`config.mk`:
```
export PLATFORM = sky130hd
export DESIGN_NAME = cfg_image_streamer
export DESIGN_NICKNAME = d
export VERILOG_FILES = /design/src/rtl/cfgstr_pkg.sv /design/src/rtl/cfg_settle_timer.sv /design/src/rtl/cfg_header_parser.sv /design/src/rtl/cfg_image_streamer.sv
export SDC_FILE = /design/constraint.sdc
export NUM_CORES = 1
export LEC_CHECK = 0
export ABC_AREA = 1
export BUFFER_PORTS_ARGS = -buffer_cell sky130_fd_sc_hd__buf_2
export CAP_MARGIN = 25
export CORE_MARGIN = 2
export CORE_UTILIZATION = 64
export DETAILED_ROUTE_END_ITERATION = 16
export PLACE_DENSITY_LB_ADDON = 0.25
export SLEW_MARGIN = 10
export SYNTH_ARGS = -nofsm -noshare
export SYNTH_HDL_FRONTEND = slang
export SYNTH_SLANG_ARGS = --single-unit
```
`constraint.sdc`:
```
create_clock -name clk -period 5.6 [get_ports clk]
set_clock_uncertainty 0.15 [all_clocks]
set_input_delay 0.56 -clock clk [delete_from_list [all_inputs] [get_ports clk]]
set_output_delay 0.56 -clock clk [all_outputs]
set_load 0.02 [all_outputs]
```
`src/rtl/cfgstr_pkg.sv`:
```
package cfgstr_pkg;

    typedef enum logic [3:0] {
        ST_IDLE,
        ST_STROBE,
        ST_WAIT0,
        ST_DUMMY,
        ST_HEAD,
        ST_BODY,
        ST_FILL,
        ST_CHECK,
        ST_WAIT1
    } strm_state_e;

    localparam logic [7:0] PAD_BYTE = 8'h00;

endpackage

```
`src/rtl/cfg_settle_timer.sv`:
```
module cfg_settle_timer #(
    parameter int CYCLES = 64
) (
    input  logic clk,
    input  logic rst_n,
    input  logic arm,
    input  logic run,
    output logic expired
);
    localparam int CW = (CYCLES < 2) ? 1 : $clog2(CYCLES);

    logic [CW-1:0] cnt_d, cnt_q;

    always_comb begin
        cnt_d = cnt_q;
        if (arm) begin
            cnt_d = CW'(CYCLES - 1);
        end else if (run && cnt_q != '0) begin
            cnt_d = cnt_q - 1'b1;
        end
    end

    always_ff @(posedge clk or negedge rst_n) begin
        if (!rst_n) cnt_q <= '0;
        else        cnt_q <= cnt_d;
    end

    assign expired = run && (cnt_q == '0);

    assert_arm_run_excl_R2: assert property (@(posedge clk) disable iff (!rst_n)
        !(arm && run));

endmodule

```
`src/rtl/cfg_header_parser.sv`:
```
module cfg_header_parser #(
    parameter int HDR_N     = 16,
    parameter int LEN_BYTES = 4
) (
    input  logic                   clk,
    input  logic                   rst_n,
    input  logic                   clear,
    input  logic                   take,
    input  logic [7:0]             byte_i,
    output logic                   full,
    output logic [8*LEN_BYTES-1:0] length
);
    localparam int LEN_W = 8 * LEN_BYTES;
    localparam int IW    = $clog2(HDR_N + 1);

    logic [IW-1:0]    idx_d, idx_q;
    logic [LEN_W-1:0] len_d, len_q;

    always_comb begin
        idx_d = idx_q;
        len_d = len_q;
        if (clear) begin
            idx_d = '0;
            len_d = '0;
        end else if (take && idx_q != IW'(HDR_N)) begin
            idx_d = idx_q + 1'b1;
            if (idx_q < IW'(LEN_BYTES)) begin
                len_d = {len_q[LEN_W-9:0], byte_i};
            end
        end
    end

    always_ff @(posedge clk or negedge rst_n) begin
        if (!rst_n) begin
            idx_q <= '0;
            len_q <= '0;
        end else begin
            idx_q <= idx_d;
            len_q <= len_d;
        end
    end

    assign full   = (idx_q == IW'(HDR_N));
    assign length = len_q;

    assert_hdr_bound_R4: assert property (@(posedge clk) disable iff (!rst_n)
        idx_q <= IW'(HDR_N));
    assert_no_take_full_R4: assert property (@(posedge clk) disable iff (!rst_n)
        full && !clear |=> full && $stable(length));

endmodule

```
`src/rtl/cfg_image_streamer.sv`:
```
module cfg_image_streamer
    import cfgstr_pkg::*;
#(
    parameter int SETTLE_CYC = 64,
    parameter int FILL_N     = 5,
    parameter int HDR_N      = 16,
    parameter int LEN_BYTES  = 4
) (
    input  logic        clk,
    input  logic        rst_n,
    input  logic        start_i,
    input  logic [31:0] img_size_i,
    input  logic [7:0]  src_data_i,
    input  logic        src_valid_i,
    output logic        src_ready_o,
    output logic        cfg_rst_o,
    output logic [7:0]  cfg_data_o,
    output logic        cfg_valid_o,
    input  logic        cfg_ready_i,
    input  logic        cfg_err_i,
    output logic        busy_o,
    output logic        done_o,
    output logic        fail_o,
    output logic        irq_en_o
);
    localparam int LEN_W  = 8 * LEN_BYTES;
    localparam int FILL_W = $clog2(FILL_N + 1);

    typedef struct packed {
        strm_state_e       st;
        logic [7:0]        obyte;
        logic              ovld;
        logic [LEN_W-1:0]  left;
        logic [FILL_W-1:0] fill;
        logic              done;
        logic              fail;
        logic              irq;
    } ctl_t;

    ctl_t c_d, c_q;

    logic             out_free;
    logic             tmr_arm, tmr_run, tmr_exp;
    logic             hdr_clear, hdr_take, hdr_full;
    logic [LEN_W-1:0] hdr_len;

    cfg_settle_timer #(.CYCLES(SETTLE_CYC)) u_timer (
        .clk     (clk),
        .rst_n   (rst_n),
        .arm     (tmr_arm),
        .run     (tmr_run),
        .expired (tmr_exp)
    );

    cfg_header_parser #(.HDR_N(HDR_N), .LEN_BYTES(LEN_BYTES)) u_header (
        .clk    (clk),
        .rst_n  (rst_n),
        .clear  (hdr_clear),
        .take   (hdr_take),
        .byte_i (src_data_i),
        .full   (hdr_full),
        .length (hdr_len)
    );

    always_comb begin
        c_d         = c_q;
        src_ready_o = 1'b0;
        hdr_take    = 1'b0;
        hdr_clear   = 1'b0;
        tmr_arm     = 1'b0;
        tmr_run     = (c_q.st == ST_WAIT0) || (c_q.st == ST_WAIT1);
        out_free    = !c_q.ovld || cfg_ready_i;

        if (c_q.ovld && cfg_ready_i) begin
            c_d.ovld = 1'b0;
        end

        case (c_q.st)
            ST_IDLE: begin
                if (start_i) begin
                    c_d.done = 1'b0;
                    c_d.fail = 1'b0;
                    c_d.irq  = 1'b0;
                    if (img_size_i < 32'(HDR_N)) begin
                        c_d.fail = 1'b1;
                    end else begin
                        c_d.st = ST_STROBE;
                    end
                end
            end
            ST_STROBE: begin
                tmr_arm   = 1'b1;
                hdr_clear = 1'b1;
                c_d.st    = ST_WAIT0;
            end
            ST_WAIT0: begin
                if (tmr_exp) c_d.st = ST_DUMMY;
            end
            ST_DUMMY: begin
                if (out_free) begin
                    c_d.obyte = PAD_BYTE;
                    c_d.ovld  = 1'b1;
                    c_d.st    = ST_HEAD;
                end
            end
            ST_HEAD: begin
                if (hdr_full) begin
                    c_d.left = hdr_len;
                    c_d.st   = ST_BODY;
                end else begin
                    src_ready_o = 1'b1;
                    hdr_take    = src_valid_i;
                end
            end
            ST_BODY: begin
                if (c_q.left == '0) begin
                    c_d.fill = '0;
                    c_d.st   = ST_FILL;
                end else begin
                    src_ready_o = out_free;
                    if (src_valid_i && out_free) begin
                        c_d.obyte = src_data_i;
                        c_d.ovld  = 1'b1;
                        c_d.left  = c_q.left - 1'b1;
                    end
                end
            end
            ST_FILL: begin
                if (c_q.fill == FILL_W'(FILL_N)) begin
                    if (out_free) c_d.st = ST_CHECK;
                end else if (out_free) begin
                    c_d.obyte = PAD_BYTE;
                    c_d.ovld  = 1'b1;
                    c_d.fill  = c_q.fill + 1'b1;
                end
            end
            ST_CHECK: begin
                if (cfg_err_i) begin
                    c_d.fail = 1'b1;
                    c_d.st   = ST_IDLE;
                end else begin
                    tmr_arm = 1'b1;
                    c_d.st  = ST_WAIT1;
                end
            end
            ST_WAIT1: begin
                if (tmr_exp) begin
                    c_d.done = 1'b1;
                    c_d.irq  = 1'b1;
                    c_d.st   = ST_IDLE;
                end
            end
            default: c_d.st = ST_IDLE;
        endcase
    end

    always_ff @(posedge clk or negedge rst_n) begin
        if (!rst_n) begin
            c_q <= '{st: ST_IDLE, obyte: '0, ovld: 1'b0, left: '0,
                     fill: '0, done: 1'b0, fail: 1'b0, irq: 1'b0};
        end else begin
            c_q <= c_d;
        end
    end

    assign cfg_rst_o   = (c_q.st == ST_STROBE);
    assign cfg_data_o  = c_q.obyte;
    assign cfg_valid_o = c_q.ovld;
    assign busy_o      = (c_q.st != ST_IDLE);
    assign done_o      = c_q.done;
    assign fail_o      = c_q.fail;
    assign irq_en_o    = c_q.irq;

    assert_port_hold_R7: assert property (@(posedge clk) disable iff (!rst_n)
        cfg_valid_o && !cfg_ready_i |=> cfg_valid_o && $stable(cfg_data_o));
    assert_src_only_busy_R10: assert property (@(posedge clk) disable iff (!rst_n)
        src_ready_o |-> busy_o);
    assert_result_excl_R8: assert property (@(posedge clk) disable iff (!rst_n)
        !(done_o && fail_o));
    assert_irq_needs_done_R9: assert property (@(posedge clk) disable iff (!rst_n)
        irq_en_o |-> done_o);
    assert_strobe_single_R2: assert property (@(posedge clk) disable iff (!rst_n)
        cfg_rst_o |=> !cfg_rst_o && !cfg_valid_o);
    assert_short_refused_R1: assert property (@(posedge clk) disable iff (!rst_n)
        start_i && !busy_o && (img_size_i < 32'(HDR_N)) |=> fail_o && !busy_o);

endmodule

```
### Word-level counts from Yosys, hierarchy flattened

Cells that the tools add are included.

* register bits: 94
* input port bits: 46
* output and inout port bits: 15

* add/subtract/negate cells: 4
* order comparisons: 2
* eq/ne operators: 24
* multiplexer cells: 45
* reductions and logical operators: 28

Operators with widths (count)
* $mux 32: 4
* $mux 41: 2
* $pmux 32 s2: 1
* $mux 4: 9
* $pmux 4 s9: 1
* $logic_not 32->1: 1
* $lt 32x5->1 const B: 1
* $sub 32x1->32 const B: 1
* $pmux 9 s3: 1
* $ne 2x2->1 const B: 13
* $mux 9: 2
* $eq 4x3->1 const B: 4
* $reduce_bool 2->1: 7
* $mux 13: 1
* $mux 3: 4
* $mux 6: 2
* $mux 1: 10
* $mux 5: 2
* $pmux 1 s2: 5
* $reduce_and 9->1: 1
* $eq 4x2->1 const B: 2
* $reduce_and 4->1: 2
* $logic_not 6->1: 1
* $pmux 3 s2: 1
* 19 further kinds: 25

### Depth between registers and ports, before layout

* word-level depth: 6
* depth in mapped cells: 13
* mapped depth without buffers: 12

### Modules after synthesis

A second synthesis with hierarchy kept.

* cells, all modules: 769
* area, all modules: 5730.5 um2

Modules (own cells, without submodules)
* cfg_image_streamer: times used 1, cells each 534, area each 3644.7 um2
* cfg_header_parser: times used 1, cells each 184, area each 1675.4 um2
* cfg_settle_timer: times used 1, cells each 51, area each 410.4 um2

### Worst setup path before layout

OpenSTA, ideal clock, no wires.

* path type: reg-to-output
* from: register c_q[48] in the netlist's numbering
* to: output port src_ready_o
* arrival time: 1.546 ns
* data required time: 4.890 ns
* path slack: 3.344 ns
* cell stages (with the launch flop): 8
* path buffers: 0
* cells stage by stage: dfrtp_1 inv_1 nand2_2 nor2_8 inv_2 nor2_2 inv_1 o21ai_0

* word-level cells in the longest chain between the ends: 2
* elaborated cells on any way between the ends: 3
* classes of those cells: eq/ne: 2; mux: 1

Ends and longest elaborated chain
* start, declared: line cfg_image_streamer.sv:40 `ctl_t c_d, c_q;`
* start signal, assigned: line cfg_image_streamer.sv:159 `c_q <= '{st: ST_IDLE, obyte: '0, ovld: 1'b0, left: '0,`
* $eq 4x3->1: line cfg_image_streamer.sv:78 `case (c_q.st)`
* $pmux 1 s2 (*): line cfg_image_streamer.sv:78
* end, declared: line cfg_image_streamer.sv:15 `output logic src_ready_o,`

Every way passes the cells marked *; elsewhere a longest branch is shown, timed or not.

### Worst setup path after layout

Ends and elaborated chain as after synthesis.

==> flow_metrics.py <==
metrics = {
    "power": {
        "finalPower_w": 0.00303,
        "power_switching_w": 0.00143,
        "p_per_area_nw_per_um2": 516,
        "combPwrFrac_pct": 48.1,
        "pwr-share-clk_pct": 15.0,
        "vdd_drop_max_mv": 0.273,
        "p_leak_nw": 2.96,
        "p_sw_share_pct": 47.3,
        "p_int_w": 0.00160,
        "p_seq_share_pct": 37.0,
    },
    "global_route": {
        "grt_pass1_vias": 4760,
        "grt_usage_pct": 30.4,
        "antenna_found_initial": 0,
        "grt_pass1_wl_um": 21700,
        "grt_max_degree": 55,
        "grt_overflow": 0,
    },
    "finish": {
        "fin_util_pct": 71.9,
        "syn2layout_area_growth_pct": 9.35,
        "fin_nets": 857,
        "fillers": 649,
        "final_cells": 913,
        "diodes": 0,
        "drive_above_1_share_pct": 11.5,
    },
    "sta": {
        "worst_pin_slew_ns": 0.717,
        "maxSlewViolCount": 0,
        "rsz0062_at_grt": "no",
        "clock.fmax_mhz": 321,
        "finalSetupViolations": 0,
        "hold_ws_ns": 0.322,
        "relSlewSlack_pct": 52.2,
        "fin_crit_sh_pct": 55.6,
        "min_period_ns": 3.12,
        "hold_violations": 0,
        "finalSetupTns_ns": 0,
    },
    "clocking": {
        "clk_latency_ns": 0.36,
        "path_clk_slew_ns": 0.09,
        "numCtsBuffers": 9,
        "clockRootBuffer": "clkbuf_8",
        "postCtsSetupRepairBufs": 0,
        "cts_sinks": 93,
        "cts_max_level": 3,
        "cts_tree": "built",
        "cts_buffer_depth": 2,
    },
    "synthesis": {
        "synthTopCellsByArea": "dfrtp_1, nand2_1, nor2_1",
        "seq_area_frac_synth_pct": 43.3,
        "synth_nets": 813,
        "synth_seq_cells": 93,
        "synth_cell_types": 36,
        "synth_top_area_share_pct": 43.3,
        "syn_area_um2": 5380,
        "yosys_warnings": 0,
        "syn_avg_cell_area_um2": 7.09,
        "yosys.area.top_type": "dfrtp_1",
        "netlist_instances": 759,
    },
    "route": {
        "drt_iter0_drc": 440,
        "ant_nets": 0,
        "vias": 5093,
        "wl_um": 13100,
        "via_per_inst": 5.58,
        "drc": 0,
        "first_pass_iters": 5,
        "drt-wirelength-per-cell_um": 14.3,
    },
    "worst_setup_path": {
        "ff2ff_path_depth": 10,
        "crit_required_ns": 4.89,
        "worstPathArrival_ns": 2.41,
        "cp-start-kind": "flip-flop",
        "cp-end-kind": "output pin",
        "r2r-end": "c_q[27]$_DFFE_PN0P_",
        "r2r-start": "c_q[48]$_DFFE_PN0P_",
        "critPathKind": "reg2out",
        "rrSetupSlack_ns": 2.76,
        "path_max_fanout": 26,
    },
    "hold_path": {
        "hold_start": "src_data_i[3]",
        "hp-class": "in2reg",
        "hold_end": "u_header.length[3]$_DFFE_PN0P_",
        "min_path_cells": 3,
    },
    "floorplanning": {
        "start_util_pct": 65.8,
        "dieArea_um2": 9150,
        "die_h_um": 95.7,
        "die_w_um": 95.7,
        "io_pins": 61,
        "core_um2": 8180,
        "num_rows": 33,
    },
    "job": {
        "cap_violations": 0,
    },
    "placed_design": {
        "dpl.cell_count": 894,
        "place_hpwl_um": 9610,
        "place.gp.congestion": 0.946,
        "numPortBuffers": 56,
    },
    "status": {
        "status": "complete, no violations",
    },
}
[state kept, by name (all words and copies together) (netlist names)]
register	flops
fail_o	1
cfg_valid_o	1
cfg_data_o	8
c_q	39
u_timer.cnt_q	6
u_header.length	32
done_o	1
u_header.idx_q	5
[timing repair]
action                                 CTS  global route
gates resized for setup                  0             0
setup endpoints to repair                0             0
hold buffers                             1             0
endpoints found under the hold margin    5             0
[Yosys cell counts]
cell and instances:
nand2_1 190, nor2_1 161, dfrtp_1 93, inv_1 88, nand3_1 51, o21ai_0 31
a21oi_1 29, o22ai_1 28, buf_4 11, ha_1 8, buf_2 7, clkbuf_1 6
xor2_1 6, nand2_2 4, nor3_1 4, o21bai_1 4, and2_1 3, buf_6 3
nand4_1 3, nor2_2 3, o211ai_1 3, o21ai_1 3, or2_2 3, xnor2_1 3
inv_2 2, o31ai_1 2, a31o_2 1, a31oi_1 1, buf_1 1, clkinv_1 1
nand2_4 1, nand3b_1 1, nand4_4 1, nor2_4 1, nor2_8 1, nor3_4 1
[final cells by class]
type	count	area (um^2)	share of cell area, %
Sequential cell	93	2330	39.6
Timing Repair Buffer	61	358	6.08
Multi-Input combinational cell	547	2530	43.1
Inverter	91	342	5.81
Tap cell	105	131	2.23
Clock buffer	11	141	2.40
Clock inverter	5	50.0	0.851
[routing by layer]
| metal | track usage [%] | share of wire [%] | routed length, um |
|---|---|---|---|
| met1 | 41.2 | 42 | 5480 |
| met2 | 49.4 | 48 | 6290 |
| met3 | 4.35 | 7.4 | 966 |
| met4 | 12.0 | 2.5 | 330 |
| met5 | 0 | 0 | 0 |
[power groups by stage]
stage | logic [W] | clock network [W] | registers, W
finish | 0.00146 | 0.000454 | 0.00112
global route | 0.00164 | 0.000487 | 0.00116
CTS | 0.00143 | 0.000458 | 0.00112
detailed placement | 0.00141 | 0 | 0.00113
global placement | 0.00135 | 0 | 0.00111
floorplan | 0.00114 | 0 | 0.00108
[cell usage in the layout (no fill, tap or decap), drive strengths merged]
cell,count
dlygate4sd3,1
a31o,1
o21ai,34
xnor2,3
bufinv,1
buf,60
xor2,6
nor3,5
o22ai,28
ha,8
nand4,4
a21oi,29
a31oi,1
dfrtp,93
nor2,166
nand2,195
inv,90
clkinv,5
clkbuf,11
and2,3
nand3,51
or2,3
nand3b,1
o31ai,2
o21bai,4
o211ai,3
[through the flow]
step | worst slack [ns] | cell area, um^2
floorplan | 3.34 | 5380
global placement | 2.62 | 5620
detailed placement | 2.50 | 5650
CTS | 2.45 | 5850
global route | 2.36 | 5880
finish | 2.48 | 5880
[how the worst max path moves through the flow]
| stage | slack, ns | startpoint | end |
|---|---|---|---|
| 5_1_grt | 2.36 | c_q[48]$_DFFE_PN0P_ | src_ready_o |
| 4_1_cts | 2.45 | c_q[47]$_DFFE_PN0P_ | u_header.length[31]$_DFFE_PN0P_ |
| 3_3_place_gp | 2.62 | c_q[47]$_DFFE_PN0P_ | u_header.length[31]$_DFFE_PN0P_ |
| 2_1_floorplan | 3.34 | c_q[48]$_DFFE_PN0P_ | src_ready_o |
| 6_report | 2.48 | c_q[48]$_DFFE_PN0P_ | src_ready_o |
| 3_5_place_dp | 2.50 | c_q[47]$_DFFE_PN0P_ | u_header.length[31]$_DFFE_PN0P_ |
[logic make-up (layout without fill, tap and decap cells)]
group	Yosys count	in the layout	share of synthesized area (%)
flip-flops	93	93	43.3
adder cells (fa/ha/maj)	8	8	1.86
AO/OA/AOI/OAI	102	102	10.7
buffers and inverters	119	168	9.65
XOR/XNOR	9	9	1.47
AND/OR/NAND/NOR	428	428	33.1
[critical path: stages, from the launching register on]
cell and delay (ns):
dfrtp_1 0.43, inv_1 0.13, nand2_2 0.11, nor2_8 0.33, inv_2 0.26, nor2_2 0.27, inv_1 0.11, o21ai_0 0.19
buf_2 0.20
No activity file was read; power rests on OpenSTA's default activity.
